===== src/rtl/awf_pkg.sv =====
// Package: shared widths and field positions for the ARINC word filter.
// Assumes the label occupies word bits [7:0] and the SDI field bits [9:8].
package awf_pkg;
    localparam int WORD_W   = 32;
    localparam int LABEL_W  = 8;
    localparam int LABEL_LO = 0;
    localparam int SDI_LO   = 8;

    typedef logic [LABEL_W-1:0] label_t;
    typedef logic [1:0]         sdi_t;

    // Extract the label field of a decoded word
    function automatic label_t word_label(input logic [WORD_W-1:0] w);
        return w[LABEL_LO +: LABEL_W];
    endfunction

    // Extract the SDI field of a decoded word
    function automatic sdi_t word_sdi(input logic [WORD_W-1:0] w);
        return w[SDI_LO +: 2];
    endfunction
endpackage


===== src/rtl/awf_label_mem.sv =====
// Label memory: N entries, sequential load and readback while in access
// mode, and a parallel compare of a probe label against every entry.
// Assumes: pointers are held at entry 0 whenever access mode is off.
module awf_label_mem #(
    parameter int N  = 16,
    parameter int LW = 8
) (
    input  logic          clk,
    input  logic          rst_n,
    input  logic          acc_mode,
    input  logic          wr_en,
    input  logic [LW-1:0] wr_label,
    input  logic          rd_adv,
    input  logic [LW-1:0] probe,
    output logic          hit,
    output logic [LW-1:0] rd_label
);
    localparam int AW = (N > 1) ? $clog2(N) : 1;
    localparam logic [AW-1:0] LAST = AW'(N - 1);

    logic [LW-1:0] mem [N];
    logic [AW-1:0] wptr, rptr;
    logic [N-1:0]  match;

    // Entry storage: cleared on reset, written at the write pointer in access mode
    always_ff @(posedge clk) begin
        if (!rst_n) begin
            for (int i = 0; i < N; i++) mem[i] <= '0;
        end else if (acc_mode && wr_en) begin
            mem[wptr] <= wr_label;
        end
    end

    // Pointers: advance with wrap in access mode, parked at 0 otherwise
    always_ff @(posedge clk) begin
        if (!rst_n || !acc_mode) begin
            wptr <= '0;
            rptr <= '0;
        end else begin
            if (wr_en) wptr <= (wptr == LAST) ? '0 : wptr + 1'b1;
            if (rd_adv) rptr <= (rptr == LAST) ? '0 : rptr + 1'b1;
        end
    end

    // One comparator per entry
    for (genvar g = 0; g < N; g++) begin : g_cmp
        assign match[g] = (mem[g] == probe);
    end

    assign hit      = |match;
    assign rd_label = mem[rptr];

    // write pointer wraps to entry 0 after the last entry
    a_r2_wptr_wrap: assert property (@(posedge clk) disable iff (!rst_n)
        (acc_mode && wr_en && wptr == LAST) |=> (wptr == '0));
endmodule


===== src/rtl/awf_accept.sv =====
// Acceptance decision: combines the enabled label and SDI checks.
// Assumes hit reflects the label memory before any same-cycle load.
module awf_accept (
    input  logic                         word_valid,
    input  logic [awf_pkg::WORD_W-1:0]   word_data,
    input  logic                         lbl_en,
    input  logic                         lbl_hit,
    input  logic                         sdi_en,
    input  awf_pkg::sdi_t                sdi_ref,
    output logic                         take
);
    logic lbl_ok, sdi_ok;

    // Each check passes when disabled or when it matches
    always_comb begin
        lbl_ok = !lbl_en || lbl_hit;
        sdi_ok = !sdi_en || (awf_pkg::word_sdi(word_data) == sdi_ref);
        take   = word_valid && lbl_ok && sdi_ok;
    end
endmodule


===== src/rtl/awf_fifo.sv =====
// Receive FIFO: DEPTH words, show-ahead output (0 when empty), level-based
// ready/half/full flags. A push while full is dropped even if a pop happens.
module awf_fifo #(
    parameter int DEPTH = 32,
    parameter int W     = 32
) (
    input  logic                         clk,
    input  logic                         rst_n,
    input  logic                         push,
    input  logic [W-1:0]                 din,
    input  logic                         pop,
    output logic [W-1:0]                 dout,
    output logic [$clog2(DEPTH+1)-1:0]   level,
    output logic                         rdy,
    output logic                         half,
    output logic                         full
);
    localparam int PW   = (DEPTH > 1) ? $clog2(DEPTH) : 1;
    localparam int LVW  = $clog2(DEPTH + 1);
    localparam int HALF = DEPTH / 2;
    localparam logic [PW-1:0]  PLAST = PW'(DEPTH - 1);
    localparam logic [LVW-1:0] LFULL = LVW'(DEPTH);
    localparam logic [LVW-1:0] LHALF = LVW'(HALF);

    logic [W-1:0]   mem [DEPTH];
    logic [PW-1:0]  wptr, rptr;
    logic           push_ok, pop_ok;

    always_comb begin
        push_ok = push && (level != LFULL);
        pop_ok  = pop && (level != '0);
    end

    // Storage write for accepted words
    always_ff @(posedge clk) begin
        if (push_ok) mem[wptr] <= din;
    end

    // Pointer and level bookkeeping
    always_ff @(posedge clk) begin
        if (!rst_n) begin
            wptr  <= '0;
            rptr  <= '0;
            level <= '0;
        end else begin
            if (push_ok) wptr <= (wptr == PLAST) ? '0 : wptr + 1'b1;
            if (pop_ok)  rptr <= (rptr == PLAST) ? '0 : rptr + 1'b1;
            level <= level + LVW'(push_ok) - LVW'(pop_ok);
        end
    end

    assign dout = (level != '0) ? mem[rptr] : '0;
    assign rdy  = (level != '0);
    assign half = (level >= LHALF);
    assign full = (level == LFULL);

    // a full FIFO without a pop stays full
    a_r9_full_hold: assert property (@(posedge clk) disable iff (!rst_n)
        (full && !pop) |=> (level == LFULL));
    // push and pop together at full leave DEPTH-1 words
    a_r9_full_push_pop: assert property (@(posedge clk) disable iff (!rst_n)
        (full && pop && push) |=> (level == LFULL - 1'b1));
    // popping an empty FIFO without a push leaves it empty
    a_r7_empty_pop: assert property (@(posedge clk) disable iff (!rst_n)
        ((level == '0) && !push) |=> (level == '0));
    // level never exceeds the depth
    a_r8_no_overflow: assert property (@(posedge clk) disable iff (!rst_n)
        level <= LFULL);
endmodule


===== src/rtl/arinc_word_filter.sv =====
// ARINC word filter top: label memory, acceptance logic and receive FIFO
// for one channel. Assumes word_valid is a one-cycle strobe per word and
// that host strobes are synchronous single-cycle pulses.
module arinc_word_filter #(
    parameter int LABELS = 16,
    parameter int DEPTH  = 32
) (
    input  logic        clk,
    input  logic        rst_n,
    input  logic        word_valid,
    input  logic [31:0] word_data,
    input  logic        lbl_match_en,
    input  logic        sdi_check_en,
    input  logic [1:0]  sdi_ref,
    input  logic        lbl_access,
    input  logic        host_load,
    input  logic [7:0]  host_label,
    input  logic        host_read,
    output logic [31:0] host_data,
    output logic        flag_ready,
    output logic        flag_half,
    output logic        flag_full,
    output logic        flag_ready_n,
    output logic        flag_half_n,
    output logic        flag_full_n
);
    import awf_pkg::*;

    localparam int LVW = $clog2(DEPTH + 1);

    label_t              lbl_out;
    logic                lbl_hit;
    logic                take;
    logic                fifo_pop;
    logic [WORD_W-1:0]   fifo_dout;
    logic [LVW-1:0]      level;

    assign fifo_pop = host_read && !lbl_access;

    awf_label_mem #(.N(LABELS), .LW(LABEL_W)) u_lbl (
        .clk      (clk),
        .rst_n    (rst_n),
        .acc_mode (lbl_access),
        .wr_en    (host_load),
        .wr_label (host_label),
        .rd_adv   (host_read),
        .probe    (word_label(word_data)),
        .hit      (lbl_hit),
        .rd_label (lbl_out)
    );

    awf_accept u_acc (
        .word_valid (word_valid),
        .word_data  (word_data),
        .lbl_en     (lbl_match_en),
        .lbl_hit    (lbl_hit),
        .sdi_en     (sdi_check_en),
        .sdi_ref    (sdi_ref),
        .take       (take)
    );

    awf_fifo #(.DEPTH(DEPTH), .W(WORD_W)) u_fifo (
        .clk   (clk),
        .rst_n (rst_n),
        .push  (take),
        .din   (word_data),
        .pop   (fifo_pop),
        .dout  (fifo_dout),
        .level (level),
        .rdy   (flag_ready),
        .half  (flag_half),
        .full  (flag_full)
    );

    // Host read mux: label readback in access mode, FIFO head otherwise
    always_comb begin
        host_data = lbl_access ? {{(WORD_W-LABEL_W){1'b0}}, lbl_out} : fifo_dout;
    end

    assign flag_ready_n = ~flag_ready;
    assign flag_half_n  = ~flag_half;
    assign flag_full_n  = ~flag_full;

    // a label miss with recognition on never changes the fill level
    a_r4_label_miss: assert property (@(posedge clk) disable iff (!rst_n)
        (word_valid && lbl_match_en && !lbl_hit && !fifo_pop) |=> $stable(level));
    // an SDI mismatch with the check on never changes the fill level
    a_r5_sdi_miss: assert property (@(posedge clk) disable iff (!rst_n)
        (word_valid && sdi_check_en && (word_data[9:8] != sdi_ref) && !fifo_pop)
        |=> $stable(level));
    // with both checks off and room left, a word is stored
    a_r6_accept_all: assert property (@(posedge clk) disable iff (!rst_n)
        (word_valid && !lbl_match_en && !sdi_check_en && !flag_full && !fifo_pop)
        |=> (level == $past(level) + 1'b1));
    // reads in access mode leave the fill level alone when no word arrives
    a_r10_access_no_pop: assert property (@(posedge clk) disable iff (!rst_n)
        (lbl_access && host_read && !word_valid) |=> $stable(level));
endmodule


===== config.mk =====
export PLATFORM = sky130hd
export DESIGN_NAME = arinc_word_filter
export DESIGN_NICKNAME = d
export VERILOG_FILES = /design/src/rtl/awf_pkg.sv /design/src/rtl/awf_label_mem.sv /design/src/rtl/awf_accept.sv /design/src/rtl/awf_fifo.sv /design/src/rtl/arinc_word_filter.sv
export SDC_FILE = /design/constraint.sdc
export NUM_CORES = 1
export LEC_CHECK = 0
export CAP_MARGIN = 30
export CORE_ASPECT_RATIO = 1.5
export CORE_UTILIZATION = 38
export CTS_BUF_LIST = sky130_fd_sc_hd__clkbuf_8
export DETAILED_ROUTE_END_ITERATION = 8
export MAX_ROUTING_LAYER = met4
export PLACE_DENSITY_LB_ADDON = 0.15
export REMOVE_ABC_BUFFERS = 1
export SYNTH_ARGS = -nofsm -noshare
export SYNTH_HDL_FRONTEND = slang
export SYNTH_SLANG_ARGS = --single-unit
export TNS_END_PERCENT = 1

===== constraint.sdc =====
create_clock -name clk -period 3.3 [get_ports clk]
set_input_delay 0.495 -clock clk [delete_from_list [all_inputs] [get_ports clk]]
set_output_delay 0.495 -clock clk [all_outputs]
set_load 0.01 [all_outputs]

---- After elaboration in Yosys (flattened, before gate mapping) ----
Memories as Yosys holds them, arrays and structs flattened. A register that Yosys moved wholly into a read port is not among the register bits.
Cells that the tools add are included.
storage, ports and cells
  RAM bits ................................ 1,152
  output and inout port bits .............. 38
  memories ................................ 2
  logic and storage cells ................. 75
  bits of input ports ..................... 50
  bits in registers ....................... 24
cells by class
  magnitude comparators ................... 1
  bitwise logic cells ..................... 3
  mux-type cells .......................... 19
  equality and inequality tests ........... 23
  add/subtract/negate cells ............... 6
  reductions and logical operators ........ 16
memories
  memory      words  bits a word  read ports  clocked after memory_dff  write ports  line                 source
  u_fifo.mem  32     32           1           1                         1            awf_fifo.sv:25       logic [W-1:0] mem [DEPTH];
  u_lbl.mem   16     8            17          1                         16           awf_label_mem.sv:21  logic [LW-1:0] mem [N];
operators with widths
  kind                   count
  $eq A8 B8 Y1           16
  $mux W32               2
  $mux W4                5
  $mux W5                4
  $reduce_or A16 Y1      1
  $add A5 B1 Y5 const B  2
  $eq A5 B5 Y1 const B   2
  $add A4 B1 Y4 const B  2
  $eq A4 B4 Y1 const B   2
  $mux W8                1
  $reduce_or A8 Y1       1
  $mux W1                7
  $add A6 B1 Y6          1
  $eq A6 B6 Y1 const B   1
  $ge A6 B5 Y1 const B   1
  $logic_and A1 B1 Y1    6
  $ne A6 B6 Y1 const B   1
  $reduce_bool A6 Y1     1
  $sub A6 B1 Y6          1
  $logic_not A1 Y1       4
  $logic_or A1 B1 Y1     3
  $not A1 Y1             3
  $eq A2 B2 Y1           1

---- Logic depth before layout (Yosys ltp) ----
Gate-level depths: netlist of the first run.
  depth after elaboration ................. 8
  gate-level depth with buffers ........... 17
  gate-level depth less buffers ........... 17

---- Modules after synthesis ----
Synthesis of the first run repeated with hierarchy kept, for this count alone.
second synthesis, totals
  cells, all modules ...................... 2,339
  area, all modules ....................... 48,525.3 um^2
modules (own cells, without submodules)
  module             area an instance (um^2)  seq. area each (um^2)  cells each  times used
  awf_fifo           40,253.6                 31,169.9               1,694       1
  awf_label_mem      7,913.8                  4,083.9                599         1
  arinc_word_filter  319.1                    0.0                    40          1
  awf_accept         38.8                     0.0                    6           1

---- Worst setup path after synthesis of the first run ----
No wires, ideal clock.
  kind .................................... input -> register
  start ................................... in word_data[7]
  end ..................................... mem u_fifo.mem[10][0], enable pin
  arrival ................................. 2.739 ns
  slack ................................... 0.169 ns
  data required time ...................... 2.908 ns
  path buffers ............................ 3
  setup time .............................. 0.392 ns
  stages .................................. 10
  cells stage by stage .................... buf_4 -> buf_6 -> xor2_1 -> nor4_1 -> nand2_1 -> o2111ai_1 -> nor4_4 -> a21oi_4 -> buf_2 -> and3_1
between the ends
  longest elaborated chain between the ends .. 8
  elaborated cells between the ends (all ways) .. 23
  those cells by class .................... 16 x eq/ne; 2 x mux; 5 x reduce/logical
ends and longest elaborated chain
  element                               line                     source
  from (decl)                           arinc_word_filter.sv:11  input logic [31:0] word_data,
  $eq A8 B8 Y1                          awf_label_mem.sv:47      assign match[g] = (mem[g] == probe);
  $reduce_or A16 Y1 (*)                 awf_label_mem.sv:50      assign hit = |match;
  $logic_or A1 B1 Y1 (*)                awf_accept.sv:16         lbl_ok = !lbl_en || lbl_hit;
  $logic_and A1 B1 Y1 (*) (2 in a row)  awf_accept.sv:18         take = word_valid && lbl_ok && sdi_ok;
  $logic_and A1 B1 Y1 (*)               awf_fifo.sv:30           push_ok = push && (level != LFULL);
  $mux W1 (*)                           awf_fifo.sv:36           if (push_ok) mem[wptr] <= din;
  $mux W1 (not written as such) (*)     awf_fifo.sv:36
  to (decl)                             awf_fifo.sv:25
Every way passes the cells marked *; elsewhere a longest branch is shown, timed or not.

==> impl_metrics.yaml, run 1 <==
clock_tree:
  cts_tree: "yes"
  clk_latency_ns: 0.94
  cts_made_buffers: 179
  clock_sinks: 1185
  clock_path_buffers: 3
  hold_buffers: 0
  cts.clk_slew.worst_paths_ns: 0.07
  root_buffer: "clkbuf_8"
  htreeDepth: 4
floorplanning:
  fp.dieH_um: 438
  fp.dieW_um: 293
  core_area_um2: 126000
  io_pins: 88
  start_util: 0.384
  die_area_um2: 128000
  fp-row-count: 159
timing:
  grt_setup_unrepaired: "true"
  relSlewSlack: 0.307
  period_share: 1.17
  drv_slew: 0
  hold_ws_ns: 0.139
  setup_tns_ns: -15.56
  hold_viol_final: 0
  worstMarginPinSlew_ns: 1.04
  period_needed_ns: 3.87
  max_freq_ghz: 0.259
  setup_viol: 32
  layout_setup_ws_ns: -0.567
  finalClockSkew_ns: 0.0826
power_and_ir_drop:
  power_switching_mw: 8.10
  p_int_mw: 24.9
  power_frac_seq: 0.511
  combPwrFrac: 0.135
  switching_share: 0.246
  p_leak_nw: 19.0
  p_clk_frac: 0.354
  worst_ir_drop_vdd_mv: 0.383
  p_per_area_nw_per_um2: 562
worst_setup_path:
  worstPathRequired_ns: 2.80
  r2r_setup_slack_ns: 0.24
  critPathArrivalTime_ns: 3.37
  path_class: "reg -> out"
  startpoint_type: "register"
  reg2reg_depth: 10
  worstPathMaxFanout: 8
  crit_path_end_kind: "primary output"
cells_and_area:
  area_delta_synth_final_pct: 21.5
  fin_nets: 2810
  drive_above_1_share: 0.355
detailed_routing:
  drtIter0Drc: 2120
  avgViaCountPerCell: 5.36
  wl_um: 135000
  drtAntennaViolNets: 0
  vias: 24500
  drc: 0
  dr.pass1.iters: 5
  routedWlPerCell_um: 29.5
synthesis:
  yosysMostFrequentCell: "edfxtp_1"
  yosysSeqAreaShare: 0.731
  synth_edf_count: 1152
  syn_avg_cell_area_um2: 21.2
  ys_async_sr_fraction: 0
  synth_cell_types: 48
  yosys-top-cells-count: "edfxtp_1, mux4_2, and2_1, xor2_1, clkbuf_1"
  synth_top_cell_area_share: 0.717
  yosys_warnings: 0
  yosysTopAreaCell: "edfxtp_1"
  synth_area_um2: 48300
  synth_flop_cell: "edfxtp_1"
  syn_inst: 2275
  synth_seq_cells: 1185
  yosys-top-cells-area: "edfxtp_1, mux4_2, and2_1"
outcome:
  violations: "negative setup slack"
  status: "finished, violations left"
worst_hold_path:
  holdPathStages: 3
  hold_class: "in -> reg"
grt:
  antenna_found_initial: 4
  grt_pass1_vias: 26500
  grt_pass1_wl_um: 193000
  grt_max_degree: 43
  grtUsageTotal: 0.221
  gr-total-overflow: 0
run:
  maxCapViolCount: 0
placed_design:
  portBuffers: 87
  dp_hpwl_um: 82800
  gp_congestion: 0.889
  place_ws_ns: -0.213
## state kept, by name (all words and copies together), names as in the netlist, named ones only
signal,cells
u_fifo.level,6
u_fifo.mem,1024
u_fifo.rptr,5
u_fifo.wptr,5
u_lbl.mem,128
u_lbl.rptr,4
u_lbl.wptr,4
## logic make-up (layout without fill, tap and decap cells)
logic type,count (synthesis),in the layout,share of synthesized area
xor gates and xnor gates,135,135,0.0245
DFF,1185,1185,0.731
adders and majority gates,23,23,0.00612
and+or+nand+nor,334,334,0.0392
AOI/OAI and AO/OA,53,53,0.00661
buffers and inverters,146,751,0.0168
muxes,399,399,0.176
other,0,5,0
## layout make-up
class	count	area [um^2]
clock inverters	145	927
inverters	18	67.6
repair buffers	409	5380
fillers	10500	66900
diodes	5	12.5
well taps	1690	2110
flip-flops and latches	1185	35300
multi-input cells	944	12400
clock buffers	179	2460
## power groups by stage
stage	Combinational, mW	Sequential (mW)	Clock (mW)
floorplan	2.35	17.4	0
global placement	3.77	17.2	0
detailed placement	3.81	17.2	0
CTS	4.52	16.8	12.0
global route	4.76	16.9	12.6
finish	4.45	16.8	11.7
## layout by cell type, fill, tap and decap left out, types with 32 or more instances in the layout
master / count
inv_1: 66
edfxtp_1: 1152
buf_4: 148
xnor2_1: 43
clkinv_1: 45
nand2_1: 44
xor2_1: 92
nor2_1: 44
buf_12: 124
and2_1: 134
buf_2: 33
mux4_2: 360
and3_2: 32
clkbuf_8: 179
clkdlybuf4s50_1: 47
## critical path: stages, from the launching register on
cell,delay [ns]
dfxtp_4,0.37
buf_12,0.13
buf_16,0.13
buf_12,0.12
buf_16,0.13
buf_12,0.14
mux4_2,0.51
mux4_2,0.53
mux2i_1,0.20
nor2_1,0.07
buf_2,0.14
## metal layers
metal  share of wire  up-vias  track usage
met3           0.039      234       0.0364
li1                -    10300            -
met2            0.55      703        0.396
met5               0        -            -
met4           0.033        0       0.0756
met1            0.37    13300        0.248
## through the flow
| step | cells | cell area, um^2 | power, mW | util |
|---|---|---|---|---|
| final | 4575 | 58600 | 33.0 | 0.467 |
| after global routing | 4575 | 58600 | 34.2 | 0.467 |
| after floorplan | 2147 | 47500 | 19.8 | - |
| after detailed placement | 4152 | 53700 | 21.0 | 0.428 |
| after CTS | 4563 | 58400 | 33.4 | 0.466 |
| after global placement | 4150 | 53600 | 20.9 | 0.427 |
## timing repair
item,CTS,global route
setup endpoints to repair,33,32
gates cloned,15,0
buffers inserted,73,1
gates resized for setup,208,7
pin swaps,3,5
## final timing paths
| check | from | end |
|---|---|---|
| max | register | host_data[18] |
| min | word_data[7] | u_fifo.mem[11][7] |
| max reg2reg | u_fifo.level[2] | u_fifo.mem[24][19] |
| min reg2reg | u_fifo.rptr[4] | register |
Power figures use the tool's default switching activity.
==> inputs of run 2 (changes only) <==
--- a/config.mk
+++ b/config.mk
@@ -7,13 +7,15 @@
 export LEC_CHECK = 0
 export CAP_MARGIN = 30
 export CORE_ASPECT_RATIO = 1.5
-export CORE_UTILIZATION = 38
+export CORE_UTILIZATION = 55
 export CTS_BUF_LIST = sky130_fd_sc_hd__clkbuf_8
 export DETAILED_ROUTE_END_ITERATION = 8
 export MAX_ROUTING_LAYER = met4
 export PLACE_DENSITY_LB_ADDON = 0.15
+export RECOVER_POWER = 100
 export REMOVE_ABC_BUFFERS = 1
 export SYNTH_ARGS = -nofsm -noshare
 export SYNTH_HDL_FRONTEND = slang
+export SYNTH_HIERARCHICAL = 1
 export SYNTH_SLANG_ARGS = --single-unit
 export TNS_END_PERCENT = 1
==> run 2 against run 1 <==
  * The run ends with max-capacitance violations, max-slew violations, negative setup slack left
  * Highest routed layer unchanged
  * Clock power is 4% lower
  * Area after synthesis rose by 0.56%
  * Critical endpoint is now host_data[3]
  * Register-to-register slack got worse by 0.52 ns
  * Utilization up 19 points
  * Critical path type unchanged
==> impl_metrics.yaml, run 2 <==
cells_and_area:
  top_register: "u_fifo/mem"
  drive_above_1_share: 0.339
  design_area_um2: 57600
  fin_nets: 2882
  final_cell_mix: "edfxtp_1, mux4_2, clkbuf_8"
  area_delta_synth_final_pct: 18.7
  top_regs: "u_fifo/mem: 1024 flops, u_lbl/mem: 128 flops, u_fifo/level: 6 flops"
  fin_util: 0.658
  final_common_cell: "edfxtp_1"
  largest_reg_flops: 1024
detailed_routing:
  wl_um: 129000
  dr.pass1.iters: 5
  routedWlPerCell_um: 31.4
  drtAntennaViolNets: 0
  vias: 25500
  drc: 0
  avgViaCountPerCell: 6.22
  drtIter0Drc: 2224
timing:
  finalClockSkew_ns: 0.0213
  max_freq_ghz: 0.266
  drv_slew: 37
  grt_setup_unrepaired: "true"
  hold_ws_ns: 0.291
  period_needed_ns: 3.76
  period_share: 1.14
  layout_setup_ws_ns: -0.457
  setup_viol: 57
  worstMarginPinSlew_ns: 1.90
  relSlewSlack: -0.264
  hold_viol_final: 0
synthesis:
  synth_edf_count: 1152
  synth_flop_cell: "edfxtp_1"
  ys_async_sr_fraction: 0
  yosys_warnings: 6
  synth_seq_cells: 1185
  yosysSeqAreaShare: 0.727
  syn_inst: 2339
  syn_avg_cell_area_um2: 20.7
  synth_top_cell_area_share: 0.713
  yosysMostFrequentCell: "edfxtp_1"
  yosysTopAreaCell: "edfxtp_1"
  yosys-top-cells-count: "edfxtp_1, mux4_2, and2_1, xnor2_1, xor2_1"
  synth_area_um2: 48500
  synth_cell_types: 56
  yosys-top-cells-area: "edfxtp_1, mux4_2, and2_1"
clock_tree:
  clock_path_buffers: 3
  clk_latency_ns: 0.86
  hold_buffers: 0
  cts_tree: "yes"
  cts.clk_slew.worst_paths_ns: 0.06
  root_buffer: "clkbuf_8"
  clock_sinks: 1185
  cts_made_buffers: 170
  htreeDepth: 4
grt:
  grt_pass1_wl_um: 186000
  grt_pass1_vias: 27000
  grtUsageTotal: 0.306
  gr-total-overflow: 0
  grt_max_degree: 37
  antenna_found_initial: 3
floorplanning:
  start_util: 0.554
  core_area_um2: 87500
  fp-row-count: 133
  die_area_um2: 89400
  io_pins: 88
  fp.dieH_um: 366
  fp.dieW_um: 245
power_and_ir_drop:
  p_int_mw: 24.6
  worst_ir_drop_vdd_mv: 0.453
  switching_share: 0.240
  power_frac_seq: 0.517
  p_clk_frac: 0.346
  p_per_area_nw_per_um2: 563
  power_switching_mw: 7.80
  combPwrFrac: 0.137
  p_leak_nw: 18.6
  power_mw: 32.4
outcome:
  status: "finished, violations left"
  violations: "max-capacitance violations, max-slew violations, negative setup slack"
worst_setup_path:
  path_class: "reg -> out"
  path_cells: "buf_12, buf_16, buf_6, mux4_2, mux4_2, inv_2, a221oi_4, mux2_4, buf_6"
  cp_slowest_cell: "mux4_2"
  max_stage_delay_ns: 0.49
  worstPathMaxFanout: 8
  crit_path_end_kind: "primary output"
  startpoint_type: "register"
  crit_family: "multiplexers"
  path_buf_inv: 5
  critPathArrivalTime_ns: 3.26
  worstPathRequired_ns: 2.80
placed_design:
  dpl_cell_area_um2: 53500
  place_ws_ns: -0.867
  portBuffers: 87
  dp_hpwl_um: 81900
  gp_congestion: 0.935
worst_hold_path:
  hold_class: "in -> reg"
run:
  maxCapViolCount: 2
-- run 2: changes by cell type in the layout (fill, tap and decap cells not counted), sizes merged, moves of 21 or more --
cell / before / now
clkbuf: 185 / 234
buf: 352 / 329
dlygate4sd3: 0 / 27
nor2b: 2 / 23
xor2: 92 / 61
clkdlybuf4s50: 47 / 19
and3: 37 / 3
o221ai: 0 / 32
mux4: 360 / 328
xnor2: 43 / 74
a221oi: 0 / 32
-- run 2: repair_timing --
item                                    in CTS  in global routing
gates resized for setup                    235                 24
endpoints found under the setup margin     896                661
buffers inserted                            35                 11
cloned                                       7                  1
pin swaps                                   16                 11
-- run 2: cell families (layout without fill, tap and decap cells) --
kind of cell             Yosys count  in the layout  synth area share
XOR/XNOR                         135            135            0.0244
AO/OA/AOI/OAI                    116            116            0.0220
other                              0              3                 0
buffers and inverters            182            792            0.0198
adder cells (fa/ha/maj)           22             22           0.00583
multiplexers                     371            371             0.163
AND/OR/NAND/NOR                  328            328            0.0382
flip-flops                      1185           1185             0.727
-- run 2: final timing paths --
path / depth (start not counted) / slack, ns / to / from
max reg2reg: 18 / -0.28 / u_fifo/level[4] / u_lbl/mem[0][6]
max: 9 / -0.46 / host_data[3] / register
min reg2reg: 2 / 0.53 / register / u_fifo/rptr[4]
min: 1 / 0.29 / u_fifo/mem[18][21] / word_data[21]
-- run 2: layout make-up --
cell class	count	area, um^2
antenna	3	7.51
clock buffer	180	2480
clock inverter	131	791
timing repair buffer	430	4580
sequential	1185	35300
fill	5871	29900
tap	1147	1440
multi-input combinational	972	12800
inverter	51	228
-- run 2: metal layers --
metal  up-vias  global-route usage  wire length (um)
met4         0               0.115              4900
met2      1145               0.525             69600
met5         -                   -                 0
met3       275              0.0493              8230
met1     13500               0.364             45900
li1      10600                   -                 -
-- run 2: per-stage QoR --
| stage | setup TNS, ns | instances |
|---|---|---|
| 6_report | -14.17 | 4099 |
| 5_1_grt | -69.09 | 4099 |
| 4_1_cts | -16.54 | 4079 |
| 3_5_place_dp | -441.72 | 3726 |
| 3_3_place_gp | -412.02 | 3726 |
| 2_1_floorplan | -644.98 | 2208 |
-- run 2: power groups by stage --
stage                     Sequential, mW  Combinational, mW  Clock (mW)
after floorplan                     17.3               2.34           0
after global placement              17.1               3.96           0
after detailed placement            17.1               4.03           0
after CTS                           16.8               4.47        11.4
after global routing                16.8               4.71        12.0
final                               16.8               4.44        11.2
